===== src/rtl/spiq_pkg.sv =====
package spiq_pkg;

  localparam int CS_FIELD_W = 8;
  localparam int NUM_ATTR = 2;
  localparam int ATTR_IDX_W = $clog2(NUM_ATTR);

  localparam logic [2:0] ADDR_CTRL = 3'd0;
  localparam logic [2:0] ADDR_STAT = 3'd1;
  localparam logic [2:0] ADDR_PUSH = 3'd2;
  localparam logic [2:0] ADDR_POP  = 3'd3;

  localparam int CTRL_HALT     = 8;
  localparam int CTRL_FLUSH_TX = 9;
  localparam int CTRL_FLUSH_RX = 10;
  localparam int PUSH_CS_LSB   = 16;
  localparam int PUSH_ATTR_LSB = 24;
  localparam int PUSH_CONT     = 31;

  typedef struct packed {
    logic [7:0] halfDiv;
    logic       spare;
    logic       lsbFirst;
    logic       cpha;
    logic       cpol;
    logic [3:0] frameLen;
  } spiqAttr_t;

  typedef struct packed {
    logic                  load;
    logic                  cont;
    logic [CS_FIELD_W-1:0] csSel;
    spiqAttr_t             attr;
    logic [15:0]           data;
  } spiqStrobe_t;

endpackage


===== src/rtl/spiq_ctrl.sv =====
module spiq_ctrl
  import spiq_pkg::*;
#(
  parameter int NUM_CS   = 6,
  parameter int TX_DEPTH = 4,
  parameter int RX_DEPTH = 4
) (
  input  logic              clk,
  input  logic              rstN,
  input  logic              regWe,
  input  logic              regRe,
  input  logic [2:0]        regAddr,
  input  logic [31:0]       regWdata,
  output logic [31:0]       regRdata,
  input  logic              dpBusy,
  input  logic              dpDone,
  input  logic [15:0]       dpRxWord,
  output spiqStrobe_t       strobe,
  output logic [NUM_CS-1:0] inactiveLvl
);

  localparam int TXP_W = $clog2(TX_DEPTH);
  localparam int TXC_W = $clog2(TX_DEPTH + 1);
  localparam int RXP_W = $clog2(RX_DEPTH);
  localparam int RXC_W = $clog2(RX_DEPTH + 1);

  logic              halt;
  logic              overflow;
  logic [31:0]       txMem [TX_DEPTH];
  logic [TXP_W-1:0]  txRd, txWr;
  logic [TXC_W-1:0]  txCount;
  logic [15:0]       rxMem [RX_DEPTH];
  logic [RXP_W-1:0]  rxRd, rxWr;
  logic [RXC_W-1:0]  rxCount;
  spiqAttr_t         attrReg [NUM_ATTR];

  logic ctrlWr, flushTx, flushRx, pushReq, pushOk, loadNow, popReq, rxPush;
  logic [31:0] head;

  assign ctrlWr  = regWe && (regAddr == ADDR_CTRL);
  assign flushTx = ctrlWr && regWdata[CTRL_FLUSH_TX];
  assign flushRx = ctrlWr && regWdata[CTRL_FLUSH_RX];
  assign pushReq = regWe && (regAddr == ADDR_PUSH);
  assign pushOk  = pushReq && (txCount != TXC_W'(TX_DEPTH));
  assign loadNow = !halt && !dpBusy && (txCount != '0) && !flushTx;
  assign popReq  = regRe && (regAddr == ADDR_POP) && (rxCount != '0);
  assign rxPush  = dpDone && (rxCount != RXC_W'(RX_DEPTH)) && !flushRx;
  assign head    = txMem[txRd];

  // Control register and sticky overflow flag
  always_ff @(posedge clk or negedge rstN) begin
    if (!rstN) begin
      halt        <= 1'b0;
      inactiveLvl <= '1;
      overflow    <= 1'b0;
    end else begin
      if (ctrlWr) begin
        halt        <= regWdata[CTRL_HALT];
        inactiveLvl <= regWdata[NUM_CS-1:0];
      end
      if (flushTx)                  overflow <= 1'b0;
      else if (pushReq && !pushOk)  overflow <= 1'b1;
    end
  end

  // Attribute sets, one register per set
  for (genvar g = 0; g < NUM_ATTR; g++) begin : gAttr
    always_ff @(posedge clk or negedge rstN) begin
      if (!rstN) attrReg[g] <= spiqAttr_t'(16'h0007);
      else if (regWe && regAddr[2] && (regAddr[ATTR_IDX_W-1:0] == ATTR_IDX_W'(g)))
        attrReg[g] <= spiqAttr_t'(regWdata[15:0]);
    end
  end

  // Transmit queue
  always_ff @(posedge clk) if (pushOk) txMem[txWr] <= regWdata;

  always_ff @(posedge clk or negedge rstN) begin
    if (!rstN) begin
      txRd <= '0; txWr <= '0; txCount <= '0;
    end else if (flushTx) begin
      txRd <= '0; txWr <= '0; txCount <= '0;
    end else begin
      if (pushOk)  txWr <= txWr + 1'b1;
      if (loadNow) txRd <= txRd + 1'b1;
      txCount <= txCount + TXC_W'(pushOk) - TXC_W'(loadNow);
    end
  end

  // Receive queue
  always_ff @(posedge clk) if (rxPush) rxMem[rxWr] <= dpRxWord;

  always_ff @(posedge clk or negedge rstN) begin
    if (!rstN) begin
      rxRd <= '0; rxWr <= '0; rxCount <= '0;
    end else if (flushRx) begin
      rxRd <= '0; rxWr <= '0; rxCount <= '0;
    end else begin
      if (rxPush) rxWr <= rxWr + 1'b1;
      if (popReq) rxRd <= rxRd + 1'b1;
      rxCount <= rxCount + RXC_W'(rxPush) - RXC_W'(popReq);
    end
  end

  // Strobes toward the shift engine
  always_comb begin
    strobe.load  = loadNow;
    strobe.cont  = head[PUSH_CONT];
    strobe.csSel = head[PUSH_CS_LSB +: CS_FIELD_W];
    strobe.attr  = attrReg[head[PUSH_ATTR_LSB +: ATTR_IDX_W]];
    strobe.data  = head[15:0];
  end

  // Register read mux
  always_comb begin
    regRdata = '0;
    case (regAddr)
      ADDR_CTRL: begin
        regRdata[NUM_CS-1:0] = inactiveLvl;
        regRdata[CTRL_HALT]  = halt;
      end
      ADDR_STAT: begin
        regRdata[2:0] = 3'(txCount);
        regRdata[6:4] = 3'(rxCount);
        regRdata[8]   = !halt;
        regRdata[9]   = overflow;
        regRdata[10]  = dpBusy;
      end
      ADDR_POP: regRdata = (rxCount == '0) ? 32'hFFFF_FFFF : {16'h0, rxMem[rxRd]};
      default:  if (regAddr[2]) regRdata = {16'h0, attrReg[regAddr[ATTR_IDX_W-1:0]]};
    endcase
  end

  AST_TX_BOUND: assert property (@(posedge clk) disable iff (!rstN)
    txCount <= TXC_W'(TX_DEPTH));
  AST_OVF_SET: assert property (@(posedge clk) disable iff (!rstN)
    (pushReq && txCount == TXC_W'(TX_DEPTH) && !flushTx) |=> overflow);
  AST_OVF_STICKY: assert property (@(posedge clk) disable iff (!rstN)
    (overflow && !flushTx) |=> overflow);
  AST_HALT_NO_START: assert property (@(posedge clk) disable iff (!rstN)
    (halt && !dpBusy) |=> !dpBusy);
  AST_FLUSH_TX: assert property (@(posedge clk) disable iff (!rstN)
    flushTx |=> (txCount == '0));
  AST_RX_PUSH: assert property (@(posedge clk) disable iff (!rstN)
    (dpDone && rxCount != RXC_W'(RX_DEPTH) && !popReq && !flushRx)
      |=> (rxCount == RXC_W'($past(rxCount) + 1'b1)));

endmodule


===== src/rtl/spiq_engine.sv =====
module spiq_engine
  import spiq_pkg::*;
#(
  parameter int NUM_CS = 6
) (
  input  logic              clk,
  input  logic              rstN,
  input  spiqStrobe_t       strobe,
  input  logic [NUM_CS-1:0] inactiveLvl,
  input  logic              miso,
  output logic              sck,
  output logic              mosi,
  output logic [NUM_CS-1:0] csOut,
  output logic              busy,
  output logic              done,
  output logic [15:0]       rxWord
);

  localparam int EDGE_W = 6;

  spiqAttr_t         attrL;
  logic              contL;
  logic [NUM_CS-1:0] csActive;
  logic [7:0]        divCnt;
  logic [EDGE_W-1:0] edgeCnt;
  logic              sckLvl;
  logic [15:0]       txSh, rxSh;

  logic [EDGE_W-1:0] lastEdge;
  logic tick, leading, sampleNow, shiftNow;

  assign lastEdge  = EDGE_W'({attrL.frameLen, 1'b0}) + EDGE_W'(2);
  assign tick      = busy && (divCnt == attrL.halfDiv);
  assign leading   = !edgeCnt[0];
  assign sampleNow = tick && (edgeCnt != lastEdge) && (leading ^ attrL.cpha);
  assign shiftNow  = tick && (edgeCnt != lastEdge) && !(leading ^ attrL.cpha)
                     && (edgeCnt != '0);

  always_ff @(posedge clk or negedge rstN) begin
    if (!rstN) begin
      attrL    <= spiqAttr_t'(16'h0007);
      contL    <= 1'b0;
      csActive <= '0;
      divCnt   <= '0;
      edgeCnt  <= '0;
      sckLvl   <= 1'b0;
      txSh     <= '0;
      rxSh     <= '0;
      busy     <= 1'b0;
      done     <= 1'b0;
      rxWord   <= '0;
    end else begin
      done <= 1'b0;
      if (!busy) begin
        if (strobe.load) begin
          busy     <= 1'b1;
          attrL    <= strobe.attr;
          contL    <= strobe.cont;
          csActive <= strobe.csSel[NUM_CS-1:0];
          divCnt   <= '0;
          edgeCnt  <= '0;
          sckLvl   <= 1'b0;
          rxSh     <= '0;
          txSh     <= strobe.attr.lsbFirst ? strobe.data
                      : (strobe.data << (4'd15 - strobe.attr.frameLen));
        end
      end else if (tick) begin
        divCnt <= '0;
        if (edgeCnt == lastEdge) begin
          busy   <= 1'b0;
          done   <= 1'b1;
          rxWord <= attrL.lsbFirst ? (rxSh >> (4'd15 - attrL.frameLen)) : rxSh;
          if (!contL) csActive <= '0;
        end else begin
          edgeCnt <= edgeCnt + 1'b1;
          sckLvl  <= ~sckLvl;
        end
        if (sampleNow) rxSh <= attrL.lsbFirst ? {miso, rxSh[15:1]} : {rxSh[14:0], miso};
        if (shiftNow)  txSh <= attrL.lsbFirst ? (txSh >> 1) : (txSh << 1);
      end else begin
        divCnt <= divCnt + 1'b1;
      end
    end
  end

  assign sck  = attrL.cpol ^ sckLvl;
  assign mosi = attrL.lsbFirst ? txSh[0] : txSh[15];

  for (genvar i = 0; i < NUM_CS; i++) begin : gCs
    assign csOut[i] = csActive[i] ? ~inactiveLvl[i] : inactiveLvl[i];
  end

  AST_CS_ONEHOT: assert property (@(posedge clk) disable iff (!rstN)
    busy |-> $onehot0(csActive));
  AST_CS_RELEASE: assert property (@(posedge clk) disable iff (!rstN)
    ($fell(busy) && !contL) |-> (csActive == '0));
  AST_EDGE_BOUND: assert property (@(posedge clk) disable iff (!rstN)
    busy |-> (edgeCnt <= lastEdge));
  AST_SCK_IDLE: assert property (@(posedge clk) disable iff (!rstN)
    $fell(busy) |-> (sck == attrL.cpol));

endmodule


===== src/rtl/spiq_master.sv =====
module spiq_master
  import spiq_pkg::*;
#(
  parameter int NUM_CS   = 6,
  parameter int TX_DEPTH = 4,
  parameter int RX_DEPTH = 4
) (
  input  logic              clk,
  input  logic              rstN,
  input  logic              regWe,
  input  logic              regRe,
  input  logic [2:0]        regAddr,
  input  logic [31:0]       regWdata,
  output logic [31:0]       regRdata,
  output logic              sck,
  output logic              mosi,
  input  logic              miso,
  output logic [NUM_CS-1:0] csOut
);

  spiqStrobe_t       strobe;
  logic [NUM_CS-1:0] inactiveLvl;
  logic              dpBusy, dpDone;
  logic [15:0]       dpRxWord;

  spiq_ctrl #(.NUM_CS(NUM_CS), .TX_DEPTH(TX_DEPTH), .RX_DEPTH(RX_DEPTH)) u_ctrl (
    .clk(clk), .rstN(rstN), .regWe(regWe), .regRe(regRe), .regAddr(regAddr),
    .regWdata(regWdata), .regRdata(regRdata), .dpBusy(dpBusy), .dpDone(dpDone),
    .dpRxWord(dpRxWord), .strobe(strobe), .inactiveLvl(inactiveLvl)
  );

  spiq_engine #(.NUM_CS(NUM_CS)) u_engine (
    .clk(clk), .rstN(rstN), .strobe(strobe), .inactiveLvl(inactiveLvl),
    .miso(miso), .sck(sck), .mosi(mosi), .csOut(csOut), .busy(dpBusy),
    .done(dpDone), .rxWord(dpRxWord)
  );

endmodule


===== config.mk =====
export PLATFORM = sky130hd
export DESIGN_NAME = spiq_master
export DESIGN_NICKNAME = d
export VERILOG_FILES = /design/src/rtl/spiq_pkg.sv /design/src/rtl/spiq_ctrl.sv /design/src/rtl/spiq_engine.sv /design/src/rtl/spiq_master.sv
export SDC_FILE = /design/constraint.sdc
export NUM_CORES = 1
export LEC_CHECK = 0
export BUFFER_PORTS_ARGS = -buffer_cell sky130_fd_sc_hd__buf_4
export CAP_MARGIN = 20
export CORE_ASPECT_RATIO = 1.25
export CORE_MARGIN = 3
export CORE_UTILIZATION = 37
export DETAILED_ROUTE_END_ITERATION = 16
export GPL_TIMING_DRIVEN = 0
export REMOVE_ABC_BUFFERS = 1
export SETUP_SLACK_MARGIN = 0.05
export SLEW_MARGIN = 20
export SYNTH_ARGS = -nofsm -noshare
export SYNTH_HDL_FRONTEND = slang
export SYNTH_SLANG_ARGS = --single-unit

===== constraint.sdc =====
create_clock -name clk -period 8 [get_ports clk]
set_input_delay 0.8 -clock clk [delete_from_list [all_inputs] [get_ports clk]]
set_output_delay 0.8 -clock clk [all_outputs]
set_load 0.03 [all_outputs]

# Word-level counts from Yosys, hierarchy flattened
# Memory sizes are Yosys's and may differ from the RTL's.
# Cells that the tools add are included.
# word_totals
wordCells	202
inputBits	40
romBits	0
regBits	141
latch_bits	0
mem_count	2
mem_bits_rw	192
# mem_list
name	depth	word_bits	rd	rd_clocked_by_memory_dff	wr	line	text
u_ctrl.txMem	4	32	1	0	1	spiq_ctrl.sv:29	logic [31:0] txMem [TX_DEPTH];
u_ctrl.rxMem	4	16	1	0	1	spiq_ctrl.sv:32	logic [15:0] rxMem [RX_DEPTH];
# classes
eq_ne	14
n_shift	2
addsub	13
mux	74
n_mul	0
reduce_logical	46
magnitude_cmp	2
n_bitwise	13
div_mod_pow	0
# ops
cell	n
$mux 16	19
$mux 6	9
$pmux 21 s2	1
$mux 32	1
$mux 1	24
$mux 8	3
$logic_and 1x1->1	21
$mux 2	8
$shl 16x4->16	1
$shr 16x4->16	1
$ne 2x2->1 const B	6
$pmux 2 s3	2
$reduce_and 3->1	4
$reduce_bool 2->1	6
$not 1->1	9
$pmux 1 s3	3
$pmux 3 s3	1
$add 2x1->2 const B	4
$add 8x1->8 const B	1
$eq 8x8->1	1
$sub 4x4->4 const A	2
$logic_not 1->1	7
$add 3x1->3	2
$add 5x2->6 const B	1
18 further kinds	27

# Longest topological paths before layout
# Gate-level depths: netlist of the first run.
# An unclocked memory read counts as a cell.
# logic_depth
ltp_word	10
ltp_mapped	15
ltp_nobuf	12

# Cells and area by module
# Synthesis of the first run repeated with hierarchy kept, for this count alone.
# unflattened
cells_unflattened	1136
area_unflattened_um2	15208.3
# modules_own_cells
module	area_per_inst_um2	n_inst	cells_per_inst	seq_area_each_um2
spiq_ctrl	9419.0	1	540	6411.1
spiq_engine	5789.3	1	596	2180.8

# Worst setup path before layout of the first run
# OpenSTA, ideal clock, no wires.
# synth_path
kind	input-to-reg
startpoint	input regAddr[0]
endpoint	register u_ctrl.txCount[2]
path_buffers	3
required_time_ns	7.880
stages	15
setup_slack_ns	4.499
setup_time_ns	0.120
arrival_ns	3.381
cell_sequence	nor4b_4 > and2_1 > buf_2 > nand2b_1 > inv_1 > clkbuf_1 > buf_1 > ha_1 > inv_1 > ha_1 > inv_1 > fa_1 > xor2_1 > xnor2_1 > nor2_1
# synth_via
elab_chain_cells	7
word_cells_on_any_way	11
# synth_lines
element	line	text
from (decl)	spiq_master.sv:12	input logic [2:0] regAddr,
branches (longest 6 deep; another with $add 3x1->3)	-	
$mux 3 *	spiq_ctrl.sv:81	end else if (flushTx) begin
to (signal assigned)	spiq_ctrl.sv:86	txCount <= txCount + TXC_W'(pushOk) - TXC_W'(loadNow);
to (decl)	spiq_ctrl.sv:31	logic [TXC_W-1:0] txCount;
# Every way passes the cells marked *.
# A chain may end at the register's enable or synchronous reset.

# Worst setup path after layout of the first run
# layout_path
startpoint	register u_ctrl.txRd[1]
endpoint	register u_engine.txSh[3]
# layout_via
elab_chain_cells	10
# layout_lines
element	line	text
from (decl)	spiq_ctrl.sv:30	logic [TXP_W-1:0] txRd, txWr;
from (signal assigned)	spiq_ctrl.sv:85	if (loadNow) txRd <= txRd + 1'b1;
$mem_v2 4x32 *	-	
$not 1->2 (implied by the code)	spiq_ctrl.sv:110	strobe.attr = attrReg[head[PUSH_ATTR_LSB +: ATTR_IDX_W]];
$mux 16 (implied by the code) (3 in a row)	spiq_ctrl.sv:110	
$sub 4x4->4	spiq_engine.sv:65	: (strobe.data << (4'd15 - strobe.attr.frameLen));
$shl 16x4->16	spiq_engine.sv:65	
$mux 16 *	spiq_engine.sv:64	txSh <= strobe.attr.lsbFirst ? strobe.data
$mux 16 *	spiq_engine.sv:55	if (strobe.load) begin
$mux 16 *	spiq_engine.sv:54	if (!busy) begin
to (signal assigned)	spiq_engine.sv:64	
to (signal assigned)	spiq_engine.sv:79	if (shiftNow) txSh <= attrL.lsbFirst ? (txSh >> 1) : (txSh << 1);
to (decl)	spiq_engine.sv:27	logic [15:0] txSh, rxSh;
# Every way passes the cells marked *; elsewhere a longest branch is shown, timed or not. The select of a mux whose other input is x is not followed.

==> flow_metrics.env, run 1 <==
export IMPL_clock_path_buffers=3
export IMPL_area_delta_synth_final_pct=13.26
export IMPL_arrival_ps=4890
export IMPL_io_pins=80
export IMPL_path_clk_slew_ps=60
export IMPL_cts_sinks=301
export IMPL_htreeDepth=1
export IMPL_synth_area_top_cells="edfxtp_1 (33%), dfrtp_1 (22%), mux4_2 (6.8%), mux2i_1 (5.4%), mux2_2 (5.1%)"
export IMPL_grt_setup_unrepaired="no"
export IMPL_yosysSeqAreaShare_pct=57.54
export IMPL_drt_pass1_iter_count=5
export IMPL_grt_max_degree=85
export IMPL_insertedDiodeCount=0
export IMPL_n_fill_cell=3608
export IMPL_crit_fanout=25
export IMPL_grt_pass1_wl_um=54370
export IMPL_cts_tree="done"
export IMPL_fin_nets=1211
export IMPL_wirelength_um=35340
export IMPL_hpwl_um=23660
export IMPL_worst_pin_slew_ps=1111
export IMPL_ys_types=59
export IMPL_antenna_found_initial=1
export IMPL_utilization_pct=42.77
export IMPL_setup_worst_path_class="flip-flop to flip-flop"
export IMPL_die_w_um=183.2
export IMPL_wl_per_cell_um=21.16
export IMPL_gp_congestion=0.8941
export IMPL_syn_avg_cell_area_sq_um=12.95
export IMPL_rows=80
export IMPL_slew_headroom_pct=25.96
export IMPL_drv_slew=0
export IMPL_ys_flop_type="edfxtp_1"
export IMPL_p_per_area_nw_per_um2=332.2
export IMPL_die_area_sq_um=41650
export IMPL_synthArstFlopShare_pct=46.84
export IMPL_drtIter0Drc=625
export IMPL_hold_buffers=0
export IMPL_ys_ff_latch=301
export IMPL_cts_inserted_buffers=31
export IMPL_portBuffers=71
export IMPL_finalSetupViolCount=0
export IMPL_synth_top_cell_by_area="edfxtp_1"
export IMPL_startpoint_type="flip-flop"
export IMPL_vias=9135
export IMPL_cap_violations=0
export IMPL_worstSetupEndpointType="flip-flop"
export IMPL_cts_resized=0
export IMPL_hp_class="input pin to asynchronous set/reset pin"
export IMPL_max_freq_mhz=225.2
export IMPL_grt_use_total_pct=16.81
export IMPL_ir_worst_vdd_v=0.0001774
export IMPL_synthCells=1121
export IMPL_drc_errors=0
export IMPL_total_power_mw=5.461
export IMPL_fin_skew_ps=14.87
export IMPL_initial_core_util_pct=37.76
export IMPL_finalCriticalPeriod_ps=4441
export IMPL_setup_tns_ps=0
export IMPL_grt_pass1_vias=9167
export IMPL_vias_per_cell=5.470
export IMPL_crit_required_ps=8450
export IMPL_antenna_left=0
export IMPL_syn_cell_area_sq_um=14510
export IMPL_ys_warn_count=0
export IMPL_core_region_area_sq_um=38440
export IMPL_die_h_um=227.4
export IMPL_fin_crit_sh_pct=55.51
export IMPL_hold_violations=0
export IMPL_synth_edf_count=160
export IMPL_status="finished, final reports clean"
export IMPL_root_buffer="clkbuf_16"
export IMPL_grt_overflow=0
export IMPL_synth_top_cell_area_share_pct=33.10
export IMPL_leakagePower_nw=6.144
export IMPL_post_cts_setup_buffer_count=0
export IMPL_clkLatencyLatePin_ps=580
export IMPL_drive_gt1_share_pct=23.01
[layout make-up]
type | instances | area (sq um) | share of cell area (%)
Multi-Input combinational cell | 717 | 5727 | 34.84
Clock buffer | 44 | 854.6 | 5.199
Tap cell | 492 | 615.6 | 3.745
Inverter | 22 | 82.58 | 0.5024
Timing Repair Buffer | 80 | 694.4 | 4.224
Sequential cell | 301 | 8359 | 50.85
Clock inverter | 14 | 105.1 | 0.6394
[kinds of logic after synthesis]
family / Yosys count / share of synthesized area, %
DFF: 301 / 57.54
and+or+nand+nor: 262 / 8.078
AOI/OAI and AO/OA: 206 / 9.069
muxes: 195 / 18.20
buffers and inverters: 103 / 3.285
xor gates and xnor gates: 36 / 2.172
adders and majority gates: 18 / 1.655
[worst paths after layout]
| check | start | end | slack (ps) | cells after the start |
|---|---|---|---|---|
| setup / recovery | u_ctrl.txRd[1] | u_engine.txSh[3] | 3560 | 7 |
| hold / removal | rstN | u_engine.rxWord[4] | 140 | 1 |
| setup reg to reg | u_ctrl.txRd[1] | u_engine.txSh[3] | 3560 | 7 |
| hold reg to reg | u_engine.contL | u_engine.contL | 490 | 2 |
| max in group asynchronous | rstN | u_engine.attrL[6] | 7010 | 2 |
| min in group clk | regWdata[31] | u_ctrl.txMem[3][31] | 420 | 1 |
[layer usage]
metal	track usage [%]	routed length, um
met2	29.57	17850
met5	0	13
met1	21.54	14750
met3	2.174	1466
met4	5.752	1251
[power by group]
part,switching (mW),leakage (nW),internal (mW)
combinational,0.936,2.57,0.805
sequential,0.447,3.11,1.90
clock,0.595,0.468,0.774
total,1.98,6.14,3.48
[stage by stage]
stage | hold slack (ps) | cells | instance area, sq um | setup WS (ps)
floorplan | 446.4 | 1040 | 14120 | 2360
global placement | 470.2 | 1603 | 15270 | 807.6
detailed placement | 476.2 | 1612 | 15480 | 3225
CTS | 154.6 | 1670 | 16440 | 3576
global route | 163.8 | 1670 | 16440 | 3270
finish | 142.1 | 1670 | 16440 | 3559
[registers in the layout (all words and copies together) (netlist names), 3 cells and up]
register / count
u_ctrl.txMem: 96
u_ctrl.rxMem: 64
u_ctrl.attrReg: 32
u_engine.rxSh: 16
u_engine.rxWord: 16
u_engine.txSh: 16
u_engine.attrL: 15
u_engine.divCnt: 8
u_ctrl.inactiveLvl: 6
u_engine.csActive: 6
u_engine.edgeCnt: 6
u_ctrl.rxCount: 3
u_ctrl.txCount: 3
[critical path, stage by stage, from the launching register on]
cell	delay, ps
dfrtp_2	830
mux4_2	930
mux2i_4	940
mux2i_1	580
mux2i_1	210
a221oi_1	390
a21oi_1	70
mux2_2	310
[cells in the final DEF (no fill, tap or decap), types with 15 or more instances in the layout]
cell type  synthesis  routed
a21oi_1           39      38
a221oi_1          18      18
buf_4             17      72
clkbuf_16          0      31
dfrtp_1          126     122
dfstp_2           15      15
edfxtp_1         160     160
ha_1              16      16
inv_1             21      21
mux2_2            66      66
mux2i_1           78      78
mux4_2            44      44
nand2_1          114     114
nand3_1           17      17
nor2_1            67      66
o21ai_0           66      66
o31ai_1           22      22
xor2_1            27      27
[cell usage after synthesis (2+ instances only)]
cell / count
inv_1: 21
nor4_1: 5
a221o_1: 2
nor2_1: 67
a211oi_1: 8
buf_1: 10
o211ai_1: 8
fa_1: 2
o31ai_1: 22
nand3_1: 17
mux4_2: 44
a31oi_1: 10
dfstp_2: 15
nand2b_1: 10
and2_1: 11
nor3_1: 14
o221ai_1: 4
o22ai_1: 10
xnor2_1: 9
o21ai_0: 66
clkbuf_1: 46
dfrtp_1: 126
mux2i_1: 78
edfxtp_1: 160
a221oi_1: 18
buf_2: 6
a21o_1: 4
xor2_1: 27
ha_1: 16
mux2_2: 66
nand4_1: 2
nor2b_1: 10
o21a_1: 4
mux2_4: 3
and3_1: 7
nand2_1: 114
a21oi_1: 39
buf_4: 17
mux2i_4: 3
No activity file was read; power rests on OpenSTA's default activity.
==> inputs of run 2 (changes only) <==
Clock period 8 ns to 4.5 ns, I/O delays scaled along.
==> flow_metrics.env, run 2 (synthesized netlist as in run 1, its figures left out) <==
export IMPL_leakagePower_nw=6.162
export IMPL_grt_setup_unrepaired="no"
export IMPL_ir_worst_vdd_v=0.0003172
export IMPL_cts_inserted_buffers=31
export IMPL_grt_max_degree=85
export IMPL_fin_ws_ps=491.2
export IMPL_arrival_ps=4470
export IMPL_worst_path_dominant_cell_family="simple AND/OR/NAND/NOR gates"
export IMPL_p_per_area_nw_per_um2=590.4
export IMPL_whs_path_depth=1
export IMPL_root_buffer="clkbuf_16"
export IMPL_switching_power_mw=3.532
export IMPL_drv_slew=0
export IMPL_final_common_cell="edfxtp_1"
export IMPL_worstSetupEndpointType="flip-flop"
export IMPL_grt_use_total_pct=16.81
export IMPL_setup_tns_ps=0
export IMPL_min_to="u_ctrl.txMem[1][20]"
export IMPL_status="finished, final reports clean"
export IMPL_worstPathCellList="nor3_1 > nand2b_2 > inv_1 > ha_1 > inv_1 > ha_1 > inv_1 > fa_1 > xor2_1 > xnor2_1 > nor2_1"
export IMPL_crit_top_cell="inv_1"
export IMPL_clockPowerShare_pct=25.0
export IMPL_rows=80
export IMPL_hp_class="input pin to flip-flop"
export IMPL_io_pins=80
export IMPL_fin_crit_sh_pct=89.09
export IMPL_max_freq_mhz=249.4
export IMPL_wirelength_um=36050
export IMPL_crit_fanout=28
export IMPL_wl_per_cell_um=21.55
export IMPL_fin_skew_ps=15.34
export IMPL_die_w_um=183.2
export IMPL_power_frac_seq_pct=43.0
export IMPL_cap_violations=0
export IMPL_initial_core_util_pct=37.76
export IMPL_cts_tree="done"
export IMPL_hold_violations=0
export IMPL_antenna_left=0
export IMPL_utilization_pct=42.90
export IMPL_portBuffers=71
export IMPL_vias_per_cell=5.497
export IMPL_fin_nets=1214
export IMPL_drc_errors=0
export IMPL_r2r_start="u_engine.busy"
export IMPL_clock_path_buffers=3
export IMPL_reg2reg_to="u_ctrl.txCount[2]"
export IMPL_die_h_um=227.4
export IMPL_finalSetupViolCount=0
export IMPL_startpoint_type="flip-flop"
export IMPL_holdWs_ps=67.71
export IMPL_place_ws_ps=75.08
export IMPL_core_region_area_sq_um=38440
export IMPL_die_area_sq_um=41650
export IMPL_largest_registers="u_ctrl.txMem x96, u_ctrl.rxMem x64, u_ctrl.attrReg x32"
export IMPL_area_delta_synth_final_pct=13.60
export IMPL_cts_resized=0
export IMPL_max_stage_delay_ps=820
export IMPL_setup_worst_path_class="flip-flop to flip-flop"
export IMPL_critPathBufInv=3
export IMPL_gp_congestion=0.8941
export IMPL_clkLatencyLatePin_ps=580
export IMPL_drt_pass1_iter_count=5
export IMPL_finalCriticalPeriod_ps=4009
export IMPL_worst_pin_slew_ps=1084
export IMPL_hold_start="regWdata[20]"
export IMPL_drive_gt1_share_pct=23.03
export IMPL_grt_pass1_wl_um=54370
export IMPL_slew_headroom_pct=27.72
export IMPL_insertedDiodeCount=0
export IMPL_intPower_mw=6.202
export IMPL_drtIter0Drc=663
export IMPL_largest_reg_flops=96
export IMPL_final_cell_mix="edfxtp_1 (160), dfrtp_1 (122), nand2_1 (114), mux2i_1 (78), buf_4 (72)"
export IMPL_crit_required_ps=4960
export IMPL_n_fill_cell=3603
export IMPL_p_comb_share_pct=32.0
export IMPL_hpwl_um=23660
export IMPL_slowest_stage="inv_1"
export IMPL_htreeDepth=1
export IMPL_grt_overflow=0
export IMPL_reg2reg_depth=11
export IMPL_antenna_found_initial=1
export IMPL_vias=9197
export IMPL_p_sw_share_pct=36.29
export IMPL_regToRegSetupSlack_ps=490
export IMPL_path_clk_slew_ps=60
export IMPL_cts_sinks=301
export IMPL_grt_pass1_vias=9167
export IMPL_post_cts_setup_buffer_count=0
export IMPL_regMostFlops="u_ctrl.txMem"
[run 2: cell count changes in the layout (fill, tap and decap cells not counted)]
cell	change
dlygate4sd3_1	+1
mux2i_2	+1
mux4_1	+1
[run 2: layer usage]
layer  routed length (um)  up-vias  global-route usage [%]
met1                14910     4652                   21.54
met4                 1248        2                   5.752
met3                 1570       58                   2.174
met2                18310      233                   29.57
met5                   13        -                       0
li1                     -     4252                       -
[run 2: repair_timing]
| action | 4_1_cts | 5_1_grt |
|---|---|---|
| hold buffers | 1 | 0 |
| hold endpoints to repair | 54 | 0 |
| setup endpoints to repair | 0 | 5 |
[run 2: final cells by class]
cell class              count  area [sq um]  share of cell area, %
flip-flops and latches    301          8359                  50.70
multi-input cells         719          5767                  34.97
clock buffers              44         854.6                  5.183
repair buffers             81         704.4                  4.272
well taps                 492         615.6                  3.733
clock inverters            14         105.1                 0.6374
inverters                  22         82.58                 0.5008
[run 2: power by group through the flow]
stage               Combinational, mW  Clock (mW)  Sequential, mW
finish                           3.11        2.44            4.18
floorplan                        2.24           0            3.99
detailed placement               3.09           0            4.24
global route                     3.41        2.60            4.28
global placement                 2.98           0            4.27
CTS                              3.11        2.48            4.19
[run 2: how the worst max path moves through the flow]
stage                 startpoint           endpoint  depth (start not counted)
6_report           u_engine.busy  u_ctrl.txCount[2]                         11
3_5_place_dp          regAddr[0]  u_ctrl.txCount[2]                         13
2_1_floorplan  u_ctrl.rxCount[1]       regRdata[16]                          2
5_1_grt            u_engine.busy  u_ctrl.txCount[2]                         11
4_1_cts           u_ctrl.txRd[1]   u_engine.txSh[3]                          7
3_3_place_gp          regAddr[0]  u_engine.rxSh[13]                          7
[run 2: through the flow]
step	total power, mW	std cells	area [sq um]
6_report	9.734	1673	16490
5_1_grt	10.29	1673	16490
4_1_cts	9.784	1671	16450
3_5_place_dp	7.332	1612	15480
3_3_place_gp	7.246	1603	15270
2_1_floorplan	6.228	1040	14120
[run 2: worst register-to-register path, cell delays in order (launching register included)]
cell and delay (ps):
dfrtp_1 780, nor3_1 560, nand2b_2 330, inv_1 830, ha_1 400, inv_1 60, ha_1 130, inv_1 50
fa_1 370, xor2_1 180, xnor2_1 140, nor2_1 50
